[src/rtl/cpd_pkg.sv]
package cpd_pkg;
  localparam int CODE_W = 2;

  typedef enum logic [CODE_W-1:0] {
    CODE_HALF    = 2'b00,
    CODE_QUARTER = 2'b01,
    CODE_EIGHTH  = 2'b10,
    CODE_THRU    = 2'b11
  } ratio_code_e;

  // log2 of the base division selected by a ratio code
  function automatic logic [1:0] code_to_shift(input logic [CODE_W-1:0] code);
    case (ratio_code_e'(code))
      CODE_HALF:    return 2'd1;
      CODE_QUARTER: return 2'd2;
      CODE_EIGHTH:  return 2'd3;
      default:      return 2'd0;
    endcase
  endfunction
endpackage

[src/rtl/cpd_ratio_decode.sv]
module cpd_ratio_decode
  import cpd_pkg::*;
#(
  parameter int SLOW_SHIFT = 4,
  parameter int SW         = 3
) (
  input  logic [CODE_W-1:0] code,
  input  logic              slow,
  output logic [SW-1:0]     req_sh
);
  logic [SW-1:0] base_sh;
  logic [SW-1:0] extra_sh;

  always_comb begin
    base_sh  = SW'(code_to_shift(code));
    extra_sh = slow ? SW'(SLOW_SHIFT) : '0;
    req_sh   = base_sh + extra_sh;
  end
endmodule

[src/rtl/cpd_phase_gen.sv]
module cpd_phase_gen #(
  parameter int SW     = 3,
  parameter int CW     = 7,
  parameter int RST_SH = 1
) (
  input  logic          clk,
  input  logic          rst_n,
  input  logic [SW-1:0] req_sh,
  input  logic          req_en,
  output logic [SW-1:0] act_sh,
  output logic [CW-1:0] cnt,
  output logic          div_q,
  output logic          en_q
);
  localparam int PW = CW + 1;

  logic [PW-1:0] period;
  logic [PW-1:0] half_w;
  logic [PW-1:0] cnt_nx;
  logic          at_bound;

  always_comb begin
    period   = PW'(1) << act_sh;
    half_w   = period >> 1;
    cnt_nx   = {1'b0, cnt} + PW'(1);
    // the final count of a period is always inside the low phase
    at_bound = ({1'b0, cnt} == (period - PW'(1)));
  end

  always_ff @(posedge clk or negedge rst_n) begin
    if (!rst_n) begin
      act_sh <= SW'(RST_SH);
      cnt    <= '0;
      div_q  <= 1'b0;
      en_q   <= 1'b0;
    end else if (at_bound) begin
      act_sh <= req_sh;
      en_q   <= req_en;
      cnt    <= '0;
      div_q  <= (req_sh != '0);
    end else begin
      cnt    <= cnt_nx[CW-1:0];
      div_q  <= (cnt_nx < half_w);
    end
  end
endmodule

[src/rtl/cpd_out_stage.sv]
module cpd_out_stage #(
  parameter int SW = 3
) (
  input  logic          clk,
  input  logic [SW-1:0] act_sh,
  input  logic          div_q,
  input  logic          en_q,
  output logic          clk_out
);
  logic thru;

  always_comb begin
    thru    = (act_sh == '0);
    clk_out = en_q & (thru ? clk : div_q);
  end
endmodule

[src/rtl/coded_post_div.sv]
module coded_post_div #(
  parameter int SLOW_SHIFT = 4
) (
  input  logic       clk_vco,
  input  logic       rst_n,
  input  logic [1:0] ratio_code,
  input  logic       slow_mode,
  input  logic       out_en,
  output logic       clk_out
);
  localparam int MAX_SH = 3 + SLOW_SHIFT;
  localparam int SW     = $clog2(MAX_SH + 1);
  localparam int CW     = MAX_SH;

  logic [SW-1:0] req_sh;
  logic [SW-1:0] act_sh;
  logic [CW-1:0] cnt;
  logic          div_q;
  logic          en_q;

  cpd_ratio_decode #(.SLOW_SHIFT(SLOW_SHIFT), .SW(SW)) u_dec (
    .code   (ratio_code),
    .slow   (slow_mode),
    .req_sh (req_sh)
  );

  cpd_phase_gen #(.SW(SW), .CW(CW), .RST_SH(1)) u_gen (
    .clk    (clk_vco),
    .rst_n  (rst_n),
    .req_sh (req_sh),
    .req_en (out_en),
    .act_sh (act_sh),
    .cnt    (cnt),
    .div_q  (div_q),
    .en_q   (en_q)
  );

  cpd_out_stage #(.SW(SW)) u_out (
    .clk     (clk_vco),
    .act_sh  (act_sh),
    .div_q   (div_q),
    .en_q    (en_q),
    .clk_out (clk_out)
  );
endmodule

[config.mk]
export PLATFORM = sky130hd
export DESIGN_NAME = coded_post_div
export DESIGN_NICKNAME = d
export VERILOG_FILES = /design/src/rtl/cpd_pkg.sv /design/src/rtl/cpd_ratio_decode.sv /design/src/rtl/cpd_phase_gen.sv /design/src/rtl/cpd_out_stage.sv /design/src/rtl/coded_post_div.sv
export SDC_FILE = /design/constraint.sdc
export NUM_CORES = 1
export LEC_CHECK = 0
export ABC_AREA = 1
export CAP_MARGIN = 20
export CORE_ASPECT_RATIO = 0.6
export CORE_MARGIN = 2
export CORE_UTILIZATION = 40
export DETAILED_ROUTE_END_ITERATION = 12
export PLACE_DENSITY = 0.6
export SYNTH_ARGS = -nofsm -noshare
export SYNTH_HDL_FRONTEND = slang
export SYNTH_SLANG_ARGS = --single-unit
[constraint.sdc]
create_clock -name clk_vco -period 5.5 [get_ports clk_vco]
set_input_delay 1.1 -clock clk_vco [delete_from_list [all_inputs] [get_ports clk_vco]]
set_output_delay 1.1 -clock clk_vco [all_outputs]
set_load 0.02 [all_outputs]
==> run metrics, run 1 <==
#FFs+latches synth=12; Power, Total=0.000238 W; first-pass GRT wire length=3840 microns; vias in the first global route=830; CP startpoint kind=clock port; Cell Area, Synth=1070 sq um; core area=2520 sq um; flop-to-flop setup slack=3.33 ns; Mapped Nets=171; CP max FO=2; Die Span Y=44.1 microns; YS warnings=0; WL final=2320 microns; EDFF count, synth=0; vias=949; PwrDens=195 nW/um^2; initial antenna violation count=0; Resize count post-CTS=0; Total GRT Usage=17.0%; Worst Path Required=4.40 ns; Register-to-Register Path Depth=11; CP max-delay cell=clkdlybuf4s50_1; FF-to-FF Start=u_gen.cnt[1]; crit path DAT=3.69 ns; Std-Cell Rows=14; post-DP HPWL=1850 microns; final hold viol count=0; Post-CTS Hold Fix Bufs=0; sequential element share of the synthesized area=28.1%; setup violators final=0; gpl congestion=0.919; drt pass-1 iters=4; layout cell share with drive strength beyond 1=15.3%; synthesized area per cell=6.96 sq um; Critical Path Most Common Cell=clkbuf_8; Worst slew margin=60.4%; CP Launch Point=clk_vco; antenna cells=0; Worst Setup EP=clk_out; Detail Route Antenna Nets=0; critical-path cell list=clkbuf_8 -> clkbuf_8 -> o21ai_0 -> nor2_1 -> clkdlybuf4s50_1; critical path's largest stage delay=0.53 ns; DP Area=1130 sq um; Worst-path clk slew=0.05 ns; Initial Util=42.5%; Synth Instances=154; Die Span X=70.8 microns; clk_skew=0.00552 ns; RSZ-0062 raised after global routing=false; Area Growth Syn to Fin=13.9%; CTS tree=yes; DR vias/cell=4.87; Top FF cell, synth=dfrtp_1; Final Cell Area=1220 sq um; Port Buf Inserts=6; setup TNS=0 ns; Max IR drop VDD=102 uV; r2r endpoint=u_gen.div_q; postcts setup bufs=0; Top Ports=7; violation count after the first detailed-route iteration=73; Hold Path Depth=2; Max Cap Viol=0; WS Path Type=clk2out; DRC Markers=0; Worst Tran Pin Value=0.592 ns; Cell variety after synth=25; outcome=finished clean; GRT overflow=0; Final Max Tran Viols=0; Hold Crit Class=reg2reg; Post-synth ARST share=100%; die footprint=3120 sq um; largest net degree at the start of global routing=17; wire length per cell=11.9 microns; Worst-Skew Late Latency=0.35 ns; Final Net Count=181; crit end category=primary output; Leak=0.676 nW
[critical path, delay by kind of cell]
| family | cells | cell delay [ns] |
|---|---|---|
| buffers and inverters | 3 | 0.75 |
| AO/OA/AOI/OAI | 1 | 0.14 |
| AND/OR/NAND/NOR | 1 | 0.05 |
[logic make-up (layout without fill, tap and decap cells)]
| group | after synthesis | in the layout | synth area share (%) |
|---|---|---|---|
| AO/OA/AOI/OAI | 11 | 11 | 6.30 |
| XOR/XNOR | 6 | 6 | 4.90 |
| adder cells (fa/ha/maj) | 11 | 11 | 12.8 |
| buffers and inverters | 36 | 45 | 14.9 |
| flip-flops | 12 | 12 | 28.1 |
| AND/OR/NAND/NOR | 78 | 78 | 32.9 |
[through the flow]
step	utilization, %	hold slack, ns	std cells	setup WS, ns
finish	48.4	0.492	195	0.709
global route	48.4	0.542	195	0.664
CTS	48.4	0.503	195	0.698
detailed placement	45.0	0.492	188	0.947
global placement	45.0	0.496	188	0.950
floorplan	-	0.453	154	1.40
[cells in the mapped netlist (3+ instances only)]
library cell | number | share of area, %
a21oi_1 | 3 | 1.4
nand3_1 | 13 | 6.1
nor2_1 | 7 | 2.5
ha_1 | 11 | 13
dfrtp_1 | 11 | 26
xor2_1 | 6 | 4.9
nand2_1 | 49 | 17
inv_2 | 9 | 3.2
inv_1 | 22 | 7.7
[state kept, by name, indices dropped and copies added (netlist names)]
name          cells
u_gen.en_q        1
u_gen.cnt         7
u_gen.div_q       1
u_gen.act_sh      3
[cell type report]
type	instances	area, sq um
sequential	12	302
clock buffer	8	96.3
timing repair buffer	5	50.0
multi-input combinational	106	611
inverter	32	123
tap	32	40.0
fill	252	1300
[power breakdown]
| group | internal, W | leakage (nW) | switching, W |
|---|---|---|---|
| Clock | 0.0000973 | 0.0513 | 0.0000442 |
| Sequential | 0.0000884 | 0.129 | 0 |
| Combinational | 0.00000408 | 0.496 | 0.00000424 |
[cell usage in the layout (no fill, tap or decap), drive strengths merged]
cell,instances
a31oi,2
nand4,2
nand3,14
dfrtp,11
a21oi,3
nand3b,1
nor2,9
dfstp,1
ha,11
nand2,51
inv,32
xor2,6
o21bai,1
clkbuf,7
o21ai,5
nor3,1
clkdlybuf4s50,6
[metal layers]
metal / GRT usage, % / share of wire (%) / vias to the layer above
met5: 0 / 0 / -
met1: 23.7 / 50 / 420
met4: 4.53 / 0.52 / 0
met3: 9.79 / 7.1 / 3
li1: - / - / 493
met2: 22.2 / 42 / 33
[worst min path at each step]
| stage | start | to | slack, ns |
|---|---|---|---|
| 2_1_floorplan | u_gen.en_q | u_gen.en_q | 0.45 |
| 3_3_place_gp | u_gen.en_q | u_gen.en_q | 0.50 |
| 3_5_place_dp | u_gen.en_q | u_gen.en_q | 0.49 |
| 4_1_cts | u_gen.en_q | u_gen.en_q | 0.50 |
| 5_1_grt | u_gen.en_q | u_gen.en_q | 0.54 |
| 6_report | u_gen.en_q | u_gen.en_q | 0.49 |
No activity file was read; power rests on OpenSTA's default activity.
==> inputs of run 2 (changes only) <==
ABC_AREA = 0   (was 1)
CORE_MARGIN = not set   (was 2)
==> run 2 against run 1 <==
  * Via count shrank 15%
  * Sequential cell count is the same
  * Critical path depth is the same
  * Register-to-register slack lost 1.0 ns
  * Setup slack lost 0.025 ns
  * Worst hold slack gained 0.053 ns
  * Wire length shrank 4.3%
  * Power grew to 3.5 times the previous value
  * Sequential share of layout area grew 1.5 points
==> run metrics, run 2 <==
Cell Area, Synth=997 sq um (-7.0%); setup violators final=0 (unchanged); top cell type's share of synthesized area=27.6% (+1.9 points); area of the multi-input gates=638 sq um (+4.5%); EDFF count, synth=0 (unchanged); most frequent cells in the layout=ha_1 (11), dfrtp_1 (11), nor2b_1 (10); largest net degree at the start of global routing=19 (+2); Initial Util=44.1% (+1.6 points); Worst Tran Pin Value=0.963 ns (+0.372 ns); Synth Instances=109 (-29%); DP Area=1060 sq um (-6.9%); top cells by area, synth=dfrtp_1 (28%), ha_1 (14%), nor2b_1 (6.3%); Final Net Count=133 (-27%); #FFs+latches synth=12 (unchanged); Final Cell Area=1150 sq um (-5.6%); drt pass-1 iters=4 (unchanged); Std-Cell Rows=13 (-1); outcome=finished clean; crit end category=primary output; wire length per cell=15.3 microns (+29%); postcts setup bufs=0 (unchanged); post-synth top area cell=dfrtp_1; Post-CTS Hold Fix Bufs=0 (unchanged); cell count after placement=138 (-27%); antenna cells=0 (unchanged); fillers=203 (-19%); PwrDens=715 nW/um^2 (+270%); sequential element share of the synthesized area=30.2% (+2.1 points); Worst slew margin=35.8% (-25 points); CP max-delay cell=clkdlybuf4s50_1; setup TNS=0 ns (unchanged); Die Span Y=40.7 microns (-7.8%); WL final=2230 microns (-4.3%); vias=804 (-15%); Mapped Nets=126 (-26%); gpl congestion=0.896 (-2.4%); final hold viol count=0 (unchanged); FF-to-FF Start=u_gen.act_sh[0]; Max IR drop VDD=351 uV (+250%); Worst-path clk slew=0.05 ns (about the same); max reg flops=7 (unchanged); initial antenna violation count=0 (unchanged); Cell variety after synth=35 (+40%); Port Buf Inserts=6 (unchanged); CTS tree=yes; vias in the first global route=782 (-5.8%); Most flops, register=u_gen.cnt; post-DP HPWL=1730 microns (-6.5%); Detail Route Antenna Nets=0 (unchanged); Top Ports=7 (unchanged); CP startpoint kind=clock port; register area=302 sq um (unchanged); critical path's largest stage delay=0.53 ns (about the same); top cells by count, synth=dfrtp_1 (11), ha_1 (11), nor2b_1 (10); WS Path Type=clk2out; hold_sp=u_gen.en_q; RSZ-0062 raised after global routing=false; Post-synth ARST share=100% (unchanged); Area Growth Syn to Fin=15.6%; DRC Markers=0 (unchanged); Worst Path Required=4.40 ns (about the same); GRT overflow=0 (unchanged); CP Launch Point=clk_vco; Worst-Skew Late Latency=0.34 ns (about the same); clk_skew=0.00293 ns (-0.00259 ns); Resize count post-CTS=0 (unchanged); Total GRT Usage=21.4% (+4.4 points); Largest regs=u_gen.cnt: 7 flops, u_gen.act_sh: 3 flops; Max Cap Viol=0 (unchanged); die footprint=2700 sq um (-13%); Final Max Tran Viols=0 (unchanged); first-pass GRT wire length=3820 microns (-0.55%); Top FF cell, synth=dfrtp_1; synthesized area per cell=9.15 sq um (+31%); crit path DAT=3.72 ns (+0.03 ns); CP max FO=2 (unchanged); Hold Crit Class=reg2reg; YS warnings=0 (unchanged); critical-path cell list=clkbuf_8 -> clkbuf_8 -> mux2i_1 -> nor2b_1 -> clkdlybuf4s50_1; DR vias/cell=5.54 (+14%); Layout Cells excl Fill=145 (-26%); violation count after the first detailed-route iteration=59 (-19%); core area=2260 sq um (-10%); Die Span X=66.5 microns (-6.2%); layout cell share with drive strength beyond 1=9.57% (-5.8 points); Critical Path Most Common Cell=clkbuf_8; Leak=0.486 nW (-28%)
run 2: area by class of cell:
| type | instances | share of cell area [%] |
|---|---|---|
| clock buffer | 8 | 9.23 |
| multi-input combinational | 85 | 55.4 |
| tap | 30 | 3.26 |
| inverter | 5 | 1.63 |
| timing repair buffer | 5 | 4.34 |
| sequential | 12 | 26.2 |
run 2: metrics by stage:
stage	hold slack (ns)	setup WS [ns]	util [%]	power, W
2_1_floorplan	0.473	1.43	-	0.000567
3_3_place_gp	0.485	0.974	46.7	0.000663
3_5_place_dp	0.547	0.974	46.7	0.000667
4_1_cts	0.559	0.653	51.0	0.000827
5_1_grt	0.586	0.657	51.0	0.000898
6_report	0.545	0.683	51.0	0.000824
run 2: final timing paths:
check,endpoint,slack [ns],depth (start not counted)
max,clk_out,0.68,5
min,u_gen.en_q,0.54,1
max reg2reg,u_gen.en_q,2.30,7
min reg2reg,u_gen.en_q,0.54,1
max in group asynchronous,u_gen.act_sh[0],4.03,1
min in group asynchronous,u_gen.act_sh[1],1.11,1
run 2: report_power, final:
part	switching, W	total, W	internal (W)	leakage (nW)
Sequential	0.0000915	0.000229	0.000138	0.140
Clock	0.0000520	0.000175	0.000123	0.0652
Combinational	0.000209	0.000420	0.000211	0.280
run 2: cell families after synthesis:
family	after synthesis	share of synthesized area [%]
mux	6	6.52
compound gates	13	9.41
flops	12	30.2
fa+ha+maj	11	13.8
xor+xnor	9	7.91
buf+inv	12	5.77
simple gates	46	26.4
run 2: critical path: cells and delay by family:
family        cells  cell delay [ns]
mux               1             0.14
buf+inv           3             0.76
simple gates      1             0.06
run 2: layer usage:
metal	GRT usage [%]	part of all wire, %	vias up	wire length (microns)
met4	6.38	0.85	0	19
li1	-	-	396	-
met1	29.3	53	367	1170
met3	8.61	9.2	4	205
met2	31.1	37	37	827
met5	0	0	-	0
==> inputs of run 3 (changes only) <==
CTS_CLUSTER_SIZE = 24   (was not set)
clock period = 5.6 ns   (was 5.5 ns; I/O delays follow)
==> results of run 3 <==
The final DEF is identical to that of run 2. Status: finished clean.
Main changes from that run: setup slack after placement 0.974 ns -> 1.00 ns; setup slack after layout 0.683 ns -> 0.713 ns; register-to-register setup slack 2.30 ns -> 2.40 ns; total power 0.000824 W -> 0.000809 W; worst IR drop on VDD 351 uV -> 345 uV
